===== src/rtl/sdcf_pkg.sv =====
package sdcf_pkg;

  typedef enum logic [1:0] {
    MODE_RUN  = 2'd0,
    MODE_SUSP = 2'd1,
    MODE_PDN  = 2'd2,
    MODE_SREF = 2'd3
  } dev_mode_e;

  typedef enum logic [3:0] {
    K_DES  = 4'd0,
    K_NOP  = 4'd1,
    K_MRS  = 4'd2,
    K_REF  = 4'd3,
    K_PRE  = 4'd4,
    K_ACT  = 4'd5,
    K_WR   = 4'd6,
    K_RD   = 4'd7,
    K_RSVD = 4'd8
  } cmd_kind_e;

endpackage


===== src/rtl/sdcf_cmd_decode.sv =====
module sdcf_cmd_decode
  import sdcf_pkg::*;
(
  input  logic      cs_n,
  input  logic      ras_n,
  input  logic      cas_n,
  input  logic      we_n,
  output cmd_kind_e kind
);

  always_comb begin
    if (cs_n) begin
      kind = K_DES;
    end else begin
      case ({ras_n, cas_n, we_n})
        3'b000:  kind = K_MRS;
        3'b001:  kind = K_REF;
        3'b010:  kind = K_PRE;
        3'b011:  kind = K_ACT;
        3'b100:  kind = K_WR;
        3'b101:  kind = K_RD;
        3'b110:  kind = K_RSVD;
        default: kind = K_NOP;
      endcase
    end
  end

endmodule


===== src/rtl/sdcf_cke_ctl.sv =====
module sdcf_cke_ctl
  import sdcf_pkg::*;
(
  input  logic      clk,
  input  logic      rst,
  input  logic      cke,
  input  cmd_kind_e kind,
  input  logic      any_active,
  output dev_mode_e mode,
  output logic      run,
  output logic      exec_en,
  output logic      guard_err,
  output logic      sref_go,
  output logic      sref_err
);

  logic guard_q;
  logic quiet;
  logic sref_req;

  assign run      = (mode == MODE_RUN);
  assign quiet    = (kind == K_NOP) || (kind == K_DES);
  assign guard_err = run && guard_q && !quiet;
  assign sref_req = run && !cke && (kind == K_REF) && !guard_err;
  assign sref_go  = sref_req && !any_active;
  assign sref_err = sref_req && any_active;
  assign exec_en  = run && cke && !guard_err;

  always_ff @(posedge clk) begin
    if (rst) begin
      mode    <= MODE_RUN;
      guard_q <= 1'b0;
    end else if (run) begin
      guard_q <= 1'b0;
      if (!cke) begin
        if (sref_go)         mode <= MODE_SREF;
        else if (any_active) mode <= MODE_SUSP;
        else                 mode <= MODE_PDN;
      end
    end else if (cke) begin
      mode    <= MODE_RUN;
      guard_q <= 1'b1;
    end
  end

  AST_WAKE_TO_RUN: assert property (@(posedge clk) disable iff (rst)
    (!run && cke) |=> (mode == MODE_RUN));

endmodule


===== src/rtl/sdcf_bank_track.sv =====
module sdcf_bank_track
  import sdcf_pkg::*;
#(
  parameter int NUM_BANKS = 4,
  localparam int BA_W = (NUM_BANKS > 1) ? $clog2(NUM_BANKS) : 1
) (
  input  logic                 clk,
  input  logic                 rst,
  input  logic                 apply,
  input  cmd_kind_e            kind,
  input  logic [BA_W-1:0]      ba,
  input  logic                 ap,
  output logic [NUM_BANKS-1:0] active
);

  for (genvar b = 0; b < NUM_BANKS; b++) begin : g_bank
    logic hit;
    assign hit = (ba == BA_W'(b));

    always_ff @(posedge clk) begin
      if (rst) begin
        active[b] <= 1'b0;
      end else if (apply) begin
        case (kind)
          K_ACT:      if (hit) active[b] <= 1'b1;
          K_PRE:      if (hit || ap) active[b] <= 1'b0;
          K_RD, K_WR: if (hit && ap) active[b] <= 1'b0;
          default:    ;
        endcase
      end
    end
  end

endmodule


===== src/rtl/sdcf_dqm_delay.sv =====
module sdcf_dqm_delay #(
  parameter int LAT = 2,
  localparam int DEPTH = LAT + 1
) (
  input  logic clk,
  input  logic rst,
  input  logic adv,
  input  logic din,
  output logic dout
);

  logic [DEPTH-1:0] sh;

  if (DEPTH == 1) begin : g_single
    always_ff @(posedge clk) begin
      if (rst)      sh <= '0;
      else if (adv) sh <= din;
    end
  end else begin : g_chain
    always_ff @(posedge clk) begin
      if (rst)      sh <= '0;
      else if (adv) sh <= {sh[DEPTH-2:0], din};
    end
  end

  assign dout = sh[DEPTH-1];

  AST_HOLD_FROZEN: assert property (@(posedge clk) disable iff (rst)
    (!adv && !$past(rst)) |=> $stable(dout));

endmodule


===== src/rtl/sdram_cmd_front.sv =====
module sdram_cmd_front
  import sdcf_pkg::*;
#(
  parameter int NUM_BANKS   = 4,
  parameter int ADDR_W      = 12,
  parameter int AP_BIT      = 10,
  parameter int RD_MASK_LAT = 2,
  parameter int WR_MASK_LAT = 0,
  localparam int BA_W = (NUM_BANKS > 1) ? $clog2(NUM_BANKS) : 1
) (
  input  logic                 clk,
  input  logic                 rst,
  input  logic                 cke,
  input  logic                 cs_n,
  input  logic                 ras_n,
  input  logic                 cas_n,
  input  logic                 we_n,
  input  logic                 dqm,
  input  logic [BA_W-1:0]      ba,
  input  logic [ADDR_W-1:0]    addr,
  output logic [NUM_BANKS-1:0] bank_active,
  output logic [1:0]           mode_state,
  output logic                 str_mrs,
  output logic                 str_ref,
  output logic                 str_act,
  output logic                 str_rd,
  output logic                 str_wr,
  output logic                 str_pre,
  output logic                 str_sref,
  output logic                 cmd_err,
  output logic [BA_W-1:0]      cmd_bank,
  output logic [ADDR_W-1:0]    cmd_addr,
  output logic                 cmd_ap,
  output logic                 dq_out_dis,
  output logic                 dq_wr_mask
);

  cmd_kind_e kind;
  dev_mode_e mode;
  logic      run, exec_en, guard_err, sref_go, sref_err;
  logic      any_active, sel_active, legal, apply, ap_in;

  sdcf_cmd_decode u_dec (
    .cs_n  (cs_n),
    .ras_n (ras_n),
    .cas_n (cas_n),
    .we_n  (we_n),
    .kind  (kind)
  );

  assign any_active = |bank_active;
  assign sel_active = bank_active[ba];
  assign ap_in      = addr[AP_BIT];

  sdcf_cke_ctl u_cke (
    .clk        (clk),
    .rst        (rst),
    .cke        (cke),
    .kind       (kind),
    .any_active (any_active),
    .mode       (mode),
    .run        (run),
    .exec_en    (exec_en),
    .guard_err  (guard_err),
    .sref_go    (sref_go),
    .sref_err   (sref_err)
  );

  always_comb begin
    case (kind)
      K_MRS, K_REF: legal = !any_active;
      K_ACT:        legal = !sel_active;
      K_RD, K_WR:   legal = sel_active;
      K_RSVD:       legal = 1'b0;
      default:      legal = 1'b1;
    endcase
  end

  assign apply = exec_en && legal;

  sdcf_bank_track #(.NUM_BANKS(NUM_BANKS)) u_banks (
    .clk    (clk),
    .rst    (rst),
    .apply  (apply),
    .kind   (kind),
    .ba     (ba),
    .ap     (ap_in),
    .active (bank_active)
  );

  always_ff @(posedge clk) begin
    if (rst) begin
      str_mrs  <= 1'b0;
      str_ref  <= 1'b0;
      str_act  <= 1'b0;
      str_rd   <= 1'b0;
      str_wr   <= 1'b0;
      str_pre  <= 1'b0;
      str_sref <= 1'b0;
      cmd_err  <= 1'b0;
      cmd_bank <= '0;
      cmd_addr <= '0;
      cmd_ap   <= 1'b0;
    end else begin
      str_mrs  <= apply && (kind == K_MRS);
      str_ref  <= apply && (kind == K_REF);
      str_act  <= apply && (kind == K_ACT);
      str_rd   <= apply && (kind == K_RD);
      str_wr   <= apply && (kind == K_WR);
      str_pre  <= apply && (kind == K_PRE);
      str_sref <= sref_go;
      cmd_err  <= (exec_en && !legal) || guard_err || sref_err;
      cmd_bank <= ba;
      cmd_addr <= addr;
      cmd_ap   <= ap_in;
    end
  end

  assign mode_state = mode;

  sdcf_dqm_delay #(.LAT(WR_MASK_LAT)) u_wmask (
    .clk  (clk),
    .rst  (rst),
    .adv  (run),
    .din  (dqm),
    .dout (dq_wr_mask)
  );

  sdcf_dqm_delay #(.LAT(RD_MASK_LAT)) u_rdis (
    .clk  (clk),
    .rst  (rst),
    .adv  (run),
    .din  (dqm),
    .dout (dq_out_dis)
  );

  AST_ONE_EVENT: assert property (@(posedge clk) disable iff (rst)
    $onehot0({str_mrs, str_ref, str_act, str_rd, str_wr, str_pre, str_sref, cmd_err}));
  AST_ACT_MARKS_BANK: assert property (@(posedge clk) disable iff (rst)
    str_act |-> bank_active[cmd_bank]);
  AST_PREALL_IDLE: assert property (@(posedge clk) disable iff (rst)
    (str_pre && cmd_ap) |-> (bank_active == '0));
  AST_AUTOPRE_IDLE: assert property (@(posedge clk) disable iff (rst)
    ((str_rd || str_wr) && cmd_ap) |-> !bank_active[cmd_bank]);
  AST_FROZEN_QUIET: assert property (@(posedge clk) disable iff (rst)
    (mode != MODE_RUN) |-> !(str_mrs || str_ref || str_act || str_rd || str_wr || str_pre));
  AST_LOWPWR_IDLE: assert property (@(posedge clk) disable iff (rst)
    ((mode == MODE_PDN) || (mode == MODE_SREF)) |-> (bank_active == '0));

endmodule


===== config.mk =====
export PLATFORM = sky130hd
export DESIGN_NAME = sdram_cmd_front
export DESIGN_NICKNAME = d
export VERILOG_FILES = /design/src/rtl/sdcf_pkg.sv /design/src/rtl/sdcf_cmd_decode.sv /design/src/rtl/sdcf_cke_ctl.sv /design/src/rtl/sdcf_bank_track.sv /design/src/rtl/sdcf_dqm_delay.sv /design/src/rtl/sdram_cmd_front.sv
export SDC_FILE = /design/constraint.sdc
export NUM_CORES = 1
export LEC_CHECK = 0
export ABC_CLOCK_PERIOD_IN_PS = 2100
export BUFFER_PORTS_ARGS = -buffer_cell sky130_fd_sc_hd__buf_4
export CAP_MARGIN = 20
export CORE_ASPECT_RATIO = 1.2
export CORE_UTILIZATION = 25
export CTS_CLUSTER_DIAMETER = 60
export DETAILED_ROUTE_END_ITERATION = 8
export MAX_ROUTING_LAYER = met4
export PLACE_DENSITY = 0.56
export SETUP_SLACK_MARGIN = 0.3
export SYNTH_ARGS = -nofsm -noshare
export SYNTH_HDL_FRONTEND = slang
export SYNTH_SLANG_ARGS = --single-unit

===== constraint.sdc =====
create_clock -name clk -period 2.1 [get_ports clk]
set_input_delay 0.105 -clock clk [delete_from_list [all_inputs] [get_ports clk]]
set_output_delay 0.105 -clock clk [all_outputs]
set_load 0.01 [all_outputs]

; ---- Word level (Yosys, flattened, before mapping)
; Cells that the tools add are included.
[totals]
register_bits = 34
latch_bits = 0
ramBits = 0
romBits = 0
in_bits = 22
memories = 0
[op_classes]
addsub = 0
n_mul = 0
n_div = 0
order_cmp = 1
n_eq_ne = 30
shifts = 0
muxes = 26
n_bitwise = 0
n_reduce_logical = 49
[ops]
columns = cell, count
row1 = $pmux W4 S7, 1
row2 = $ne A2 B1 Y1 const B, 12
row3 = $logic_and A1 B1 Y1, 21
row4 = $reduce_and A5 Y1, 4
row5 = $eq A4 B3 Y1 const B, 4
row6 = $mux W1, 13
row7 = $pmux W1 S3, 4
row8 = $mux W2, 5
row9 = $eq A3 B3 Y1 const B, 3
row10 = $eq A4 B2 Y1 const B, 2
row11 = $logic_or A1 B1 Y1, 7
row12 = $eq A3 B2 Y1 const B, 2
row13 = $logic_not A1 Y1, 6
row14 = $reduce_or A2 Y1, 3
row15 = $eq A2 B2 Y1 const B, 2
row16 = $eq A4 B1 Y1 const B, 1
row17 = $eq A4 B4 Y1 const B, 1
row18 = $logic_not A2 Y1, 2
row19 = $logic_not A4 Y1, 1
row20 = $mux W4, 1
row21 = $pmux W1 S4, 1
row22 = $reduce_or A4 Y1, 1
row23 = $eq A3 B1 Y1 const B, 1
row24 = $logic_not A3 Y1, 1
row25 = other kinds (7), 7

; ---- Logic depth before layout (Yosys ltp)
; Gate-level depths: netlist of the first run.
[depth]
ltp_word = 13
depth_mapped = 7
ltp_nobuf = 7

; ---- By module
; A second synthesis of the first run with hierarchy kept.
[unflattened]
cells_unflattened = 140
area_unflattened_um2 = 1375.1
[by_module_without_submodules]
columns = mod, instances, cells_per_inst, area_each_um2, seq_area_each_um2
row1 = sdram_cmd_front, 1, 65, 734.5, 440.4
row2 = sdcf_bank_track, 1, 34, 277.8, 80.1
row3 = sdcf_cke_ctl, 1, 24, 192.7, 60.1
row4 = sdcf_dqm_delay (u_rdis), 1, 9, 101.3, 60.1
row5 = sdcf_cmd_decode, 1, 5, 35.0, 0.0
row6 = sdcf_dqm_delay (u_wmask), 1, 3, 33.8, 20.0

; ---- Worst setup path after synthesis of the first run
; No wires, ideal clock.
[synth_timing]
path_type = register to register
start = register u_cke.mode[0]
end = register u_banks.active[0]
setup_time_ps = 123
t_arrival_ps = 1686
slack_ps = 291
stages_incl_launch_ff = 7
path_buffers = 0
synth_period_minus_slack_ps = 1809
path_cell_list = dfxtp_1 nor2_1 ha_1 nand2_1 a211o_1 nor3_1 mux2_1
[synth_via]
elab_chain_cells = 7
elab_cells_between_ends = 8
[synth_lines]
columns = element, line_no
row1 = "start, declared", sdcf_cke_ctl.sv:9  ; output dev_mode_e mode,
row2 = "start signal, assigned", sdcf_cke_ctl.sv:31  ; mode <= MODE_RUN;
row3 = "start signal, assigned", sdcf_cke_ctl.sv:36  ; if (sref_go) mode <= MODE_SREF;
row4 = "start signal, assigned", sdcf_cke_ctl.sv:37  ; else if (any_active) mode <= MODE_SUSP;
row5 = $logic_not A2 Y1 *, sdcf_cke_ctl.sv:21  ; assign run = (mode == MODE_RUN);
row6 = $logic_and A1 B1 Y1 (2 in a row), sdcf_cke_ctl.sv:23  ; assign guard_err = run && guard_q && !quiet;
row7 = $logic_not A1 Y1, sdcf_cke_ctl.sv:27  ; assign exec_en = run && cke && !guard_err;
row8 = $logic_and A1 B1 Y1 *, sdcf_cke_ctl.sv:27
row9 = $logic_and A1 B1 Y1 *, sdram_cmd_front.sv:79  ; assign apply = exec_en && legal;
row10 = $reduce_and A5 Y1 (no source line) *, --
row11 = "end signal, assigned by index", sdcf_bank_track.sv:22  ; active[b] <= 1'b0;
row12 = "end signal, assigned by index", sdcf_bank_track.sv:25  ; K_ACT: if (hit) active[b] <= 1'b1;
row13 = "end signal, assigned by index", sdcf_bank_track.sv:26  ; K_PRE: if (hit || ap) active[b] <= 1'b0;
row14 = "end, declared", sdcf_bank_track.sv:13  ; output logic [NUM_BANKS-1:0] active
; Mark *: on every way between the ends. The rest lies on a longest branch, timed or not.
; A chain may end at the register's enable or synchronous reset.

; ---- Worst setup path after layout of the first run
[layout_timing]
start = register u_banks.active[3]
end = register str_mrs
[layout_via]
elab_chain_cells = 6
elab_cells_between_ends = 8
[layout_lines]
columns = element, line_no
row1 = $bmux W1 S2, sdram_cmd_front.sv:52  ; assign sel_active = bank_active[ba];
row2 = $mux W1 (implied by the code), sdram_cmd_front.sv:52
row3 = $logic_not A1 Y1, sdram_cmd_front.sv:72  ; K_ACT: legal = !sel_active;
row4 = $pmux W1 S4 *, sdram_cmd_front.sv:70  ; case (kind)
row5 = $logic_and A1 B1 Y1 *, sdram_cmd_front.sv:79
row6 = $logic_and A1 B1 Y1 *, sdram_cmd_front.sv:105  ; str_mrs <= apply && (kind == K_MRS);
row7 = "end signal, assigned", sdram_cmd_front.sv:105
row8 = "end, declared", sdram_cmd_front.sv:23  ; output logic str_mrs,
; Mark *: on every way between the ends. The rest lies on a longest branch, timed or not. The select of a mux whose other input is x is not followed.

==> results of run 1 <==
[metal layers]
layer,vias to the layer above,wire [um],track usage [%]
met4,0,91,8.298
met1,507,1254,12.55
met3,10,266,4.261
met5,-,0,-
met2,40,1436,19.30
li1,575,-,-
[metrics by stage]
step	area [sq um]	std cells	power, uW
5_1_grt	1956	254	1698
2_1_floorplan	1285	132	873.5
4_1_cts	1941	254	1628
3_5_place_dp	1748	241	1027
6_report	1956	254	1610
3_3_place_gp	1748	241	1024
[flip-flops by register name (all words and copies together) (netlist names)]
register	cells
str_act	1
str_rd	1
cmd_err	1
cmd_addr	12
u_cke.guard_q	1
u_banks.active	4
str_mrs	1
u_cke.mode	2
u_rdis.sh	3
str_pre	1
str_sref	1
cmd_bank	2
str_wr	1
str_ref	1
[cell families (layout without fill, tap and decap cells)]
kind of cell	Yosys count	after routing	share of synthesized area, %
DFF	32	32	49.95
adders and majority gates	2	2	1.951
buffers and inverters	11	73	3.707
and+or+nand+nor	61	61	28.59
AOI/OAI and AO/OA	21	21	10.54
muxes	5	5	5.268
[final cells by class]
cell class / count / area [sq um]
Tap cell: 60 / 75.07
Multi-Input combinational cell: 89 / 645.6
Clock inverter: 3 / 42.54
Fill cell: 510 / 2984
Inverter: 4 / 15.01
Sequential cell: 32 / 646.9
Clock buffer: 5 / 68.82
Timing Repair Buffer: 61 / 461.7
[power by group through the flow]
stage | sequential [uW] | clock (uW) | combinational [uW]
after global routing | 696 | 626 | 376
after global placement | 704 | 0 | 321
after floorplan | 716 | 0 | 158
final | 690 | 578 | 341
after CTS | 690 | 597 | 342
after detailed placement | 704 | 0 | 323
[worst max path at each step]
stage,startpoint,to,slack [ps],cells past startpoint
after detailed placement,u_banks.active[3],u_banks.active[3],200,5
final,u_banks.active[3],str_mrs,200,6
after floorplan,u_banks.active[3],u_banks.active[0],330,5
after global routing,u_banks.active[3],u_banks.active[0],120,5
after CTS,u_banks.active[3],u_banks.active[3],220,5
after global placement,u_banks.active[3],u_banks.active[1],240,5
[repair_timing]
action / 4_1_cts / 5_1_grt
resized for setup: 12 / 4
cloned: 0 / 0
pin swaps: 6 / 1
setup endpoints to repair: 7 / 12
buffers inserted: 5 / 0
[layout by cell type (no fill, tap or decap), types with 2 or more instances in the layout]
cell type,Yosys,layout
o21ai_0,4,4
dfxtp_1,32,27
a211oi_1,2,2
mux2_1,4,3
clkbuf_8,0,5
nor3_1,9,5
nand3_1,2,2
a21oi_1,7,6
buf_4,1,60
nor3_2,1,4
dfxtp_2,0,5
nor2_1,12,11
nand2b_1,2,2
a22oi_1,2,2
nand2_1,6,6
ha_1,2,2
nor2b_1,20,19
nor4b_1,2,2
inv_1,4,4
==> reports/metrics.cfg, run 1 <==
[run_status]
run_status=finished clean

[sta]
fmax_mhz=526.9
finalHoldViolCount=0
skew_ps=7.592
setup_ws_ps=202.1
whs_ps=27.89
slew_headroom_pct=71.74
final_max_slew_viol_count=0
grt_setup_unrepaired=yes
period_needed_ps=1898
timing.final.crit_share_pct=90.38
setup_violations=0
tns_ps=0
tightestPinTransition_ps=423.4

[floorplanning]
rows=28
io-pin-count=53
dieWidth_um=67.38
die_area_sq_um=5421
core_sq_um=4940
initial_core_util_pct=25.96
die-height_um=80.46

[finish]
syn_to_final_growth_pct=52.49
nNetsFinal=217
antenna_cells=0
drive_above_1_share_pct=45.36
post-route-util_pct=39.59

[setup_path]
r2r-start=u_banks.active[3]
path_buf_inv=1
path_class=register to register
slowest_delay_ps=520
r2r_setup_slack_ps=200
cp.arrival_ps=2110
crit_fanout=7
cp-end-kind=register
crit_family=simple AND/OR/NAND/NOR gates
cpMaxStageDelayCell=or4b_4
critPathLaunchType=register
crit_chain=mux4_2 > buf_6 > a21oi_4 > nor3b_4 > or4b_4 > nor3_4
reg2reg_to=str_mrs
reg2reg_depth=6
cp_data_required_time_ps=2310

[logic_synthesis]
synth_commonest_cells=dfxtp_1 (32), nor2b_1 (20), nor2_1 (12)
synth_top_area_cell=dfxtp_1
synth_area_leaders=dfxtp_1 (50%), nor2b_1 (9.8%), nor3_1 (3.5%)
synth-warning-count=0
syn_area_sq_um=1282
synth_top_cell_area_share_pct=49.95
avgSynthCellArea_sq_um=9.716
synth_most_common_cell=dfxtp_1
ys_ff_latch=32
synth_nets=156
synth-edff-count=0
synth-main-ff-cell=dfxtp_1
synthArstFlopShare_pct=0
yosysSeqAreaShare_pct=49.95
netlist_instances=132
synth.distinct_cells=34

[grt]
grt_pass1_wl_mm=4.698
grt_overflow=0
grt_max_degree=30
grt_pass1_vias=1039
antenna_found_initial=0
track_usage_pct=12.23

[route]
postRouteAntennaNets=0
wl_mm=3.048
drcViolationCount=0
vias=1132
dr.first_iter.drc_count=19
drtPass1Iterations=4
route.detailed.wl_per_inst_um=12.00
vias_per_cell=4.457

[place]
portBuffers=52
place_congestion=0.7563
pre_cts_ws_ps=201.4
dp_hpwl_mm=2.138

[min_path]
min_from=addr[11]
hp-class=input port to register
min_path_cells=2
worstHoldEndpoint=cmd_addr[11]

[power]
p_seq_share_pct=42.9
p_int_uw=1180
p_clk_share_pct=35.9
power_switching_uw=430.1
p_per_area_nw_per_um2=823.3
p_sw_share_pct=26.71
ir_worst_vdd_uv=253.2
p_leak_uw=0.0008476
combPwrFrac_pct=21.2

[clock_network]
cts-buffers-inserted=5
clk_pin_slew_ps=70
cts_tree=yes
cts_buffer_depth=2
cts_hold_buf=0
cts_sinks=32
worstSkewPairLatency_ps=280
root_buffer=clkbuf_8
htree_levels=2

[job]
cap_violations=0

Power figures use the tool's default switching activity.
==> run 2: changes to the inputs <==
--- a/config.mk
+++ b/config.mk
@@ -13,7 +13,7 @@
 export CTS_CLUSTER_DIAMETER = 60
 export DETAILED_ROUTE_END_ITERATION = 8
 export MAX_ROUTING_LAYER = met4
-export PLACE_DENSITY = 0.56
+export PLACE_DENSITY_LB_ADDON = 0.1
 export SETUP_SLACK_MARGIN = 0.3
 export SYNTH_ARGS = -nofsm -noshare
 export SYNTH_HDL_FRONTEND = slang
==> reports/metrics.cfg, run 2 (synthesis results as in run 1) <==
[run_status]
run_status=finished clean  ; unchanged

[job]
cap_violations=0  ; unchanged

[setup_path]
cp-end-kind=register  ; unchanged
cp_data_required_time_ps=2270  ; was 2310 ps
cp.arrival_ps=1990  ; was 2110 ps
crit_fanout=6  ; was 7
critPathLaunchType=register  ; unchanged
path_class=register to register  ; unchanged

[power]
ir_worst_vdd_uv=258.6  ; was 253.2 uV
p_seq_share_pct=44.8  ; was 42.9%
p_per_area_nw_per_um2=794.5  ; was 823.3 nW/um^2
combPwrFrac_pct=22.4  ; was 21.2%
power_switching_uw=419.6  ; was 430.1 uW
p_sw_share_pct=27.16  ; was 26.71%
p_int_uw=1125  ; was 1180 uW
p_leak_uw=0.0008364  ; was 0.0008476 uW
p_clk_share_pct=32.8  ; was 35.9%

[finish]
post-route-util_pct=39.36  ; was 39.59%
reg_top3=cmd_addr: 12 flops, u_banks.active: 4 flops, u_rdis.sh: 3 flops  ; unchanged
regMostFlops=cmd_addr  ; unchanged
syn_to_final_growth_pct=51.61  ; was 52.49%
nNetsFinal=216  ; was 217
final_area_sq_um=1944  ; was 1956 sq um
antenna_cells=0  ; unchanged
layout.cells.non_filler=252  ; was 254
drive_above_1_share_pct=47.40  ; was 45.36%
fillers=513  ; was 510
mostFrequentLayoutCells=buf_4 (60), dfxtp_1 (27), nor2b_1 (19)  ; unchanged
final_common_cell=buf_4  ; unchanged
largest_reg_flops=12  ; unchanged

[sta]
period_needed_ps=1815  ; was 1898 ps
timing.final.crit_share_pct=86.45  ; was 90.38%
slew_headroom_pct=76.15  ; was 71.74%
tightestPinTransition_ps=355.6  ; was 423.4 ps
finalHoldViolCount=0  ; unchanged
fmax_mhz=550.9  ; was 526.9 MHz
whs_ps=29.96  ; was 27.89 ps
tns_ps=0  ; unchanged
skew_ps=5.702  ; was 7.592 ps
final_max_slew_viol_count=0  ; unchanged
setup_violations=0  ; unchanged
grt_setup_unrepaired=yes  ; unchanged

[floorplanning]
rows=28  ; unchanged
die_area_sq_um=5421  ; unchanged
dieWidth_um=67.38  ; unchanged
io-pin-count=53  ; unchanged
core_sq_um=4940  ; unchanged
die-height_um=80.46  ; unchanged
initial_core_util_pct=25.96  ; unchanged

[min_path]
hp-class=input port to register  ; unchanged

[route]
route.detailed.wl_per_inst_um=12.69  ; was 12.00 um
wl_mm=3.197  ; was 3.048 mm
drcViolationCount=0  ; unchanged
vias=1160  ; was 1,132
vias_per_cell=4.603  ; was 4.457
drtPass1Iterations=4  ; unchanged
dr.first_iter.drc_count=31  ; was 19
postRouteAntennaNets=0  ; unchanged

[place]
place_congestion=0.8198  ; was 0.7563
place_area_sq_um=1748  ; unchanged
dp_hpwl_mm=2.255  ; was 2.138 mm
place_inst=241  ; unchanged
portBuffers=52  ; unchanged

[grt]
grt_pass1_wl_mm=5.175  ; was 4.698 mm
antenna_found_initial=0  ; unchanged
grt_pass1_vias=1080  ; was 1,039
track_usage_pct=13.57  ; was 12.23%
grt_overflow=0  ; unchanged
grt_max_degree=30  ; unchanged

[clock_network]
worstSkewPairLatency_ps=280  ; about the same
root_buffer=clkbuf_8  ; unchanged
cts-buffers-inserted=5  ; unchanged
cts_buffer_depth=2  ; unchanged
htree_levels=2  ; unchanged
cts_sinks=32  ; unchanged
cts_tree=yes  ; unchanged
clk_pin_slew_ps=60  ; was 70 ps
cts_hold_buf=0  ; unchanged

## run 2: final cells by class
cell class	instances	area, sq um	share of cell area (%)
Clock buffer	7	96.34	4.955
Inverter	4	15.01	0.7722
Multi-Input combinational cell	89	660.6	33.98
Sequential cell	32	646.9	33.27
Tap cell	60	75.07	3.861
Timing Repair Buffer	60	450.4	23.17
## run 2: per-stage QoR
step	total power, uW	setup WS [ps]
5_1_grt	1647	181.3
4_1_cts	1571	259.2
3_3_place_gp	1023	279.7
6_report	1545	284.6
3_5_place_dp	1028	228.4
2_1_floorplan	873.5	325.7
## run 2: critical path: stages, from the launching register on
cell and delay, ps:
dfxtp_2 330, mux4_2 480, nor2b_4 150, nor3b_4 350, nor3_2 90, mux2_4 300
## run 2: worst paths after layout
path / startpoint / endpoint / slack [ps] / cells after the start
worst max-delay path: u_banks.active[1] / u_banks.active[1] / 280 / 5
worst min-delay path: addr[4] / cmd_addr[4] / 30 / 2
worst max register to register: u_banks.active[1] / u_banks.active[1] / 280 / 5
worst min register to register: u_rdis.sh[1] / u_rdis.sh[2] / 450 / 2
## run 2: power groups by stage
stage	Clock, uW	Combinational, uW	Sequential [uW]
6_report	507	346	691
5_1_grt	560	387	699
4_1_cts	535	346	690
3_3_place_gp	0	320	703
2_1_floorplan	0	158	716
3_5_place_dp	0	324	704
## run 2: metal layers
metal	share of wire [%]	vias to the layer above	GRT usage [%]
met5	0	-	-
met4	2.8	0	7.660
met3	6.4	10	4.688
met2	50	39	22.00
met1	41	540	14.08
li1	-	571	-
## run 2: what timing repair did
item | CTS | global route
endpoints found under the setup margin | 7 | 12
buffers inserted | 4 | 0
pin swaps | 8 | 1
gates resized for setup | 12 | 6
==> run 3: changes to the inputs <==
--- a/config.mk
+++ b/config.mk
@@ -9,7 +9,7 @@
 export BUFFER_PORTS_ARGS = -buffer_cell sky130_fd_sc_hd__buf_4
 export CAP_MARGIN = 20
 export CORE_ASPECT_RATIO = 1.2
-export CORE_UTILIZATION = 25
+export CORE_UTILIZATION = 46
 export CTS_CLUSTER_DIAMETER = 60
 export DETAILED_ROUTE_END_ITERATION = 8
 export MAX_ROUTING_LAYER = met4
==> reports/metrics.cfg, run 3 (synthesis results as in run 1) <==
[run_status]
run_status=finished clean  ; unchanged

[route]
vias=1209  ; was 1,160
wl_mm=3.116  ; was 3.197 mm
drtPass1Iterations=5  ; was 4
dr.first_iter.drc_count=26  ; was 31
route.detailed.wl_per_inst_um=13.04  ; was 12.69 um
drcViolationCount=0  ; unchanged
vias_per_cell=5.059  ; was 4.603
postRouteAntennaNets=0  ; unchanged

[place]
pre_cts_ws_ps=221.1  ; was 228.4 ps
place_congestion=0.8730  ; was 0.8198
portBuffers=52  ; unchanged
place_area_sq_um=1699  ; was 1748 sq um
dp_hpwl_mm=2.048  ; was 2.255 mm

[grt]
antenna_found_initial=0  ; unchanged
grt_max_degree=30  ; unchanged
grt_overflow=0  ; unchanged
grt_pass1_vias=1159  ; was 1,080
track_usage_pct=23.85  ; was 13.57%
grt_pass1_wl_mm=5.043  ; was 5.175 mm

[job]
cap_violations=0  ; unchanged

[power]
p_clk_share_pct=30.5  ; was 32.8%
power_switching_uw=420.3  ; was 419.6 uW
p_sw_share_pct=27.84  ; was 27.16%
p_total_uw=1510  ; was 1545 uW
p_seq_share_pct=45.9  ; was 44.8%
p_leak_uw=0.0008876  ; was 0.0008364 uW
p_int_uw=1089  ; was 1125 uW
p_per_area_nw_per_um2=743.5  ; was 794.5 nW/um^2
ir_worst_vdd_uv=627.4  ; was 258.6 uV
combPwrFrac_pct=23.6  ; was 22.4%

[finish]
largest_reg_flops=12  ; unchanged
regMostFlops=cmd_addr  ; unchanged
antenna_cells=0  ; unchanged
mostFrequentLayoutCells=buf_4 (58), dfxtp_1 (27), nor2b_1 (19)  ; was buf_4 (60), dfxtp_1 (27), nor2b_1 (19)
nNetsFinal=229  ; was 216
syn_to_final_growth_pct=58.34  ; was 51.61%
final_area_sq_um=2031  ; was 1944 sq um
drive_above_1_share_pct=42.72  ; was 47.40%
reg_top3=cmd_addr: 12 flops, u_banks.active: 4 flops, u_rdis.sh: 3 flops  ; unchanged
final_common_cell=buf_4  ; unchanged

[floorplanning]
die_area_sq_um=3004  ; was 5421 sq um
dieWidth_um=50.20  ; was 67.38 um
initial_core_util_pct=49.76  ; was 25.96%
die-height_um=59.84  ; was 80.46 um
core_sq_um=2577  ; was 4940 sq um
rows=20  ; was 28
io-pin-count=53  ; unchanged

[sta]
final_max_slew_viol_count=0  ; unchanged
grt_setup_unrepaired=yes  ; unchanged
tns_ps=0  ; unchanged
timing.final.crit_share_pct=88.71  ; was 86.45%
finalHoldViolCount=0  ; unchanged
slew_headroom_pct=57.97  ; was 76.15%
skew_ps=6.274  ; was 5.702 ps
period_needed_ps=1863  ; was 1815 ps
fmax_mhz=536.8  ; was 550.9 MHz
setup_violations=0  ; unchanged
setup_ws_ps=237.0  ; was 284.6 ps
tightestPinTransition_ps=621.7  ; was 355.6 ps

[clock_network]
cts_tree=yes  ; unchanged
cts_sinks=32  ; unchanged
cts_buffer_depth=2  ; unchanged
worstSkewPairLatency_ps=340  ; was 280 ps
clk_pin_slew_ps=100  ; was 60 ps
root_buffer=clkbuf_4  ; was clkbuf_8
cts-buffers-inserted=5  ; unchanged
htree_levels=2  ; unchanged

[setup_path]
cp-end-kind=register  ; unchanged
path_class=register to register  ; unchanged
reg2reg_depth=5  ; unchanged
critPathLaunchType=register  ; unchanged
cp_data_required_time_ps=2330  ; was 2270 ps
cp.arrival_ps=2090  ; was 1990 ps
crit_fanout=7  ; was 6

[min_path]
hp-class=input port to register  ; unchanged
min_path_cells=3  ; was 2

==> run 3: cell count changes in the layout (fill, tap and decap cells not counted), sizes merged <==
cell,before,now
clkinvlp,0,1
clkbuf,7,5
buf,60,58
dlygate4sd3,0,15
bufinv,0,1
clkinv,0,1
==> run 3: per-stage QoR <==
step / hold slack, ps / utilization, % / std cells
floorplan: 233.2 / - / 132
global placement: 314.0 / 65.92 / 212
detailed placement: 326.7 / 65.92 / 212
CTS: 2.663 / 77.57 / 238
global route: 44.77 / 78.79 / 239
finish: 8.847 / 78.79 / 239
==> run 3: power groups by stage <==
stage | logic [uW] | registers, uW | clock network, uW
floorplan | 158 | 716 | 0
global placement | 299 | 700 | 0
detailed placement | 302 | 704 | 0
CTS | 346 | 691 | 472
global route | 389 | 699 | 498
finish | 356 | 692 | 461
==> run 3: layout make-up <==
cell class | count | area [sq um]
Multi-Input combinational cell | 89 | 661.9
Sequential cell | 32 | 646.9
Timing Repair Buffer | 73 | 585.6
Fill cell | 170 | 546.8
Clock inverter | 3 | 42.54
Tap cell | 33 | 41.29
Clock buffer | 5 | 37.54
Inverter | 4 | 15.01
==> run 3: final timing paths <==
| check | endpoint | slack (ps) | start |
|---|---|---|---|
| setup / recovery | u_banks.active[2] | 240 | u_banks.active[3] |
| hold / removal | u_rdis.sh[0] | 9 | dqm |
| setup reg to reg | u_banks.active[2] | 240 | u_banks.active[3] |
| hold reg to reg | u_rdis.sh[2] | 480 | u_rdis.sh[1] |
==> run 3: worst max-delay path, stage by stage, from the launching register on <==
cell and delay, ps:
dfxtp_2 330, mux4_2 500, nor2b_4 150, nor3b_4 380, nor3_2 90, mux2_4 300
==> run 3: repair_timing <==
item | CTS | global route
gates resized for setup | 13 | 5
cloned | 0 | 0
hold buffers | 14 | 1
setup endpoints to repair | 7 | 11
endpoints found under the hold margin | 13 | 1
pin swaps | 6 | 2
setup buffers | 4 | 0
==> run 3: layer usage <==
layer | share of wire, % | GRT usage (%) | vias up
met5 | 0 | - | -
met1 | 39 | 23.91 | 556
met4 | 2.9 | 15.51 | 0
met2 | 53 | 41.14 | 42
met3 | 5.1 | 5.852 | 11
li1 | - | - | 600
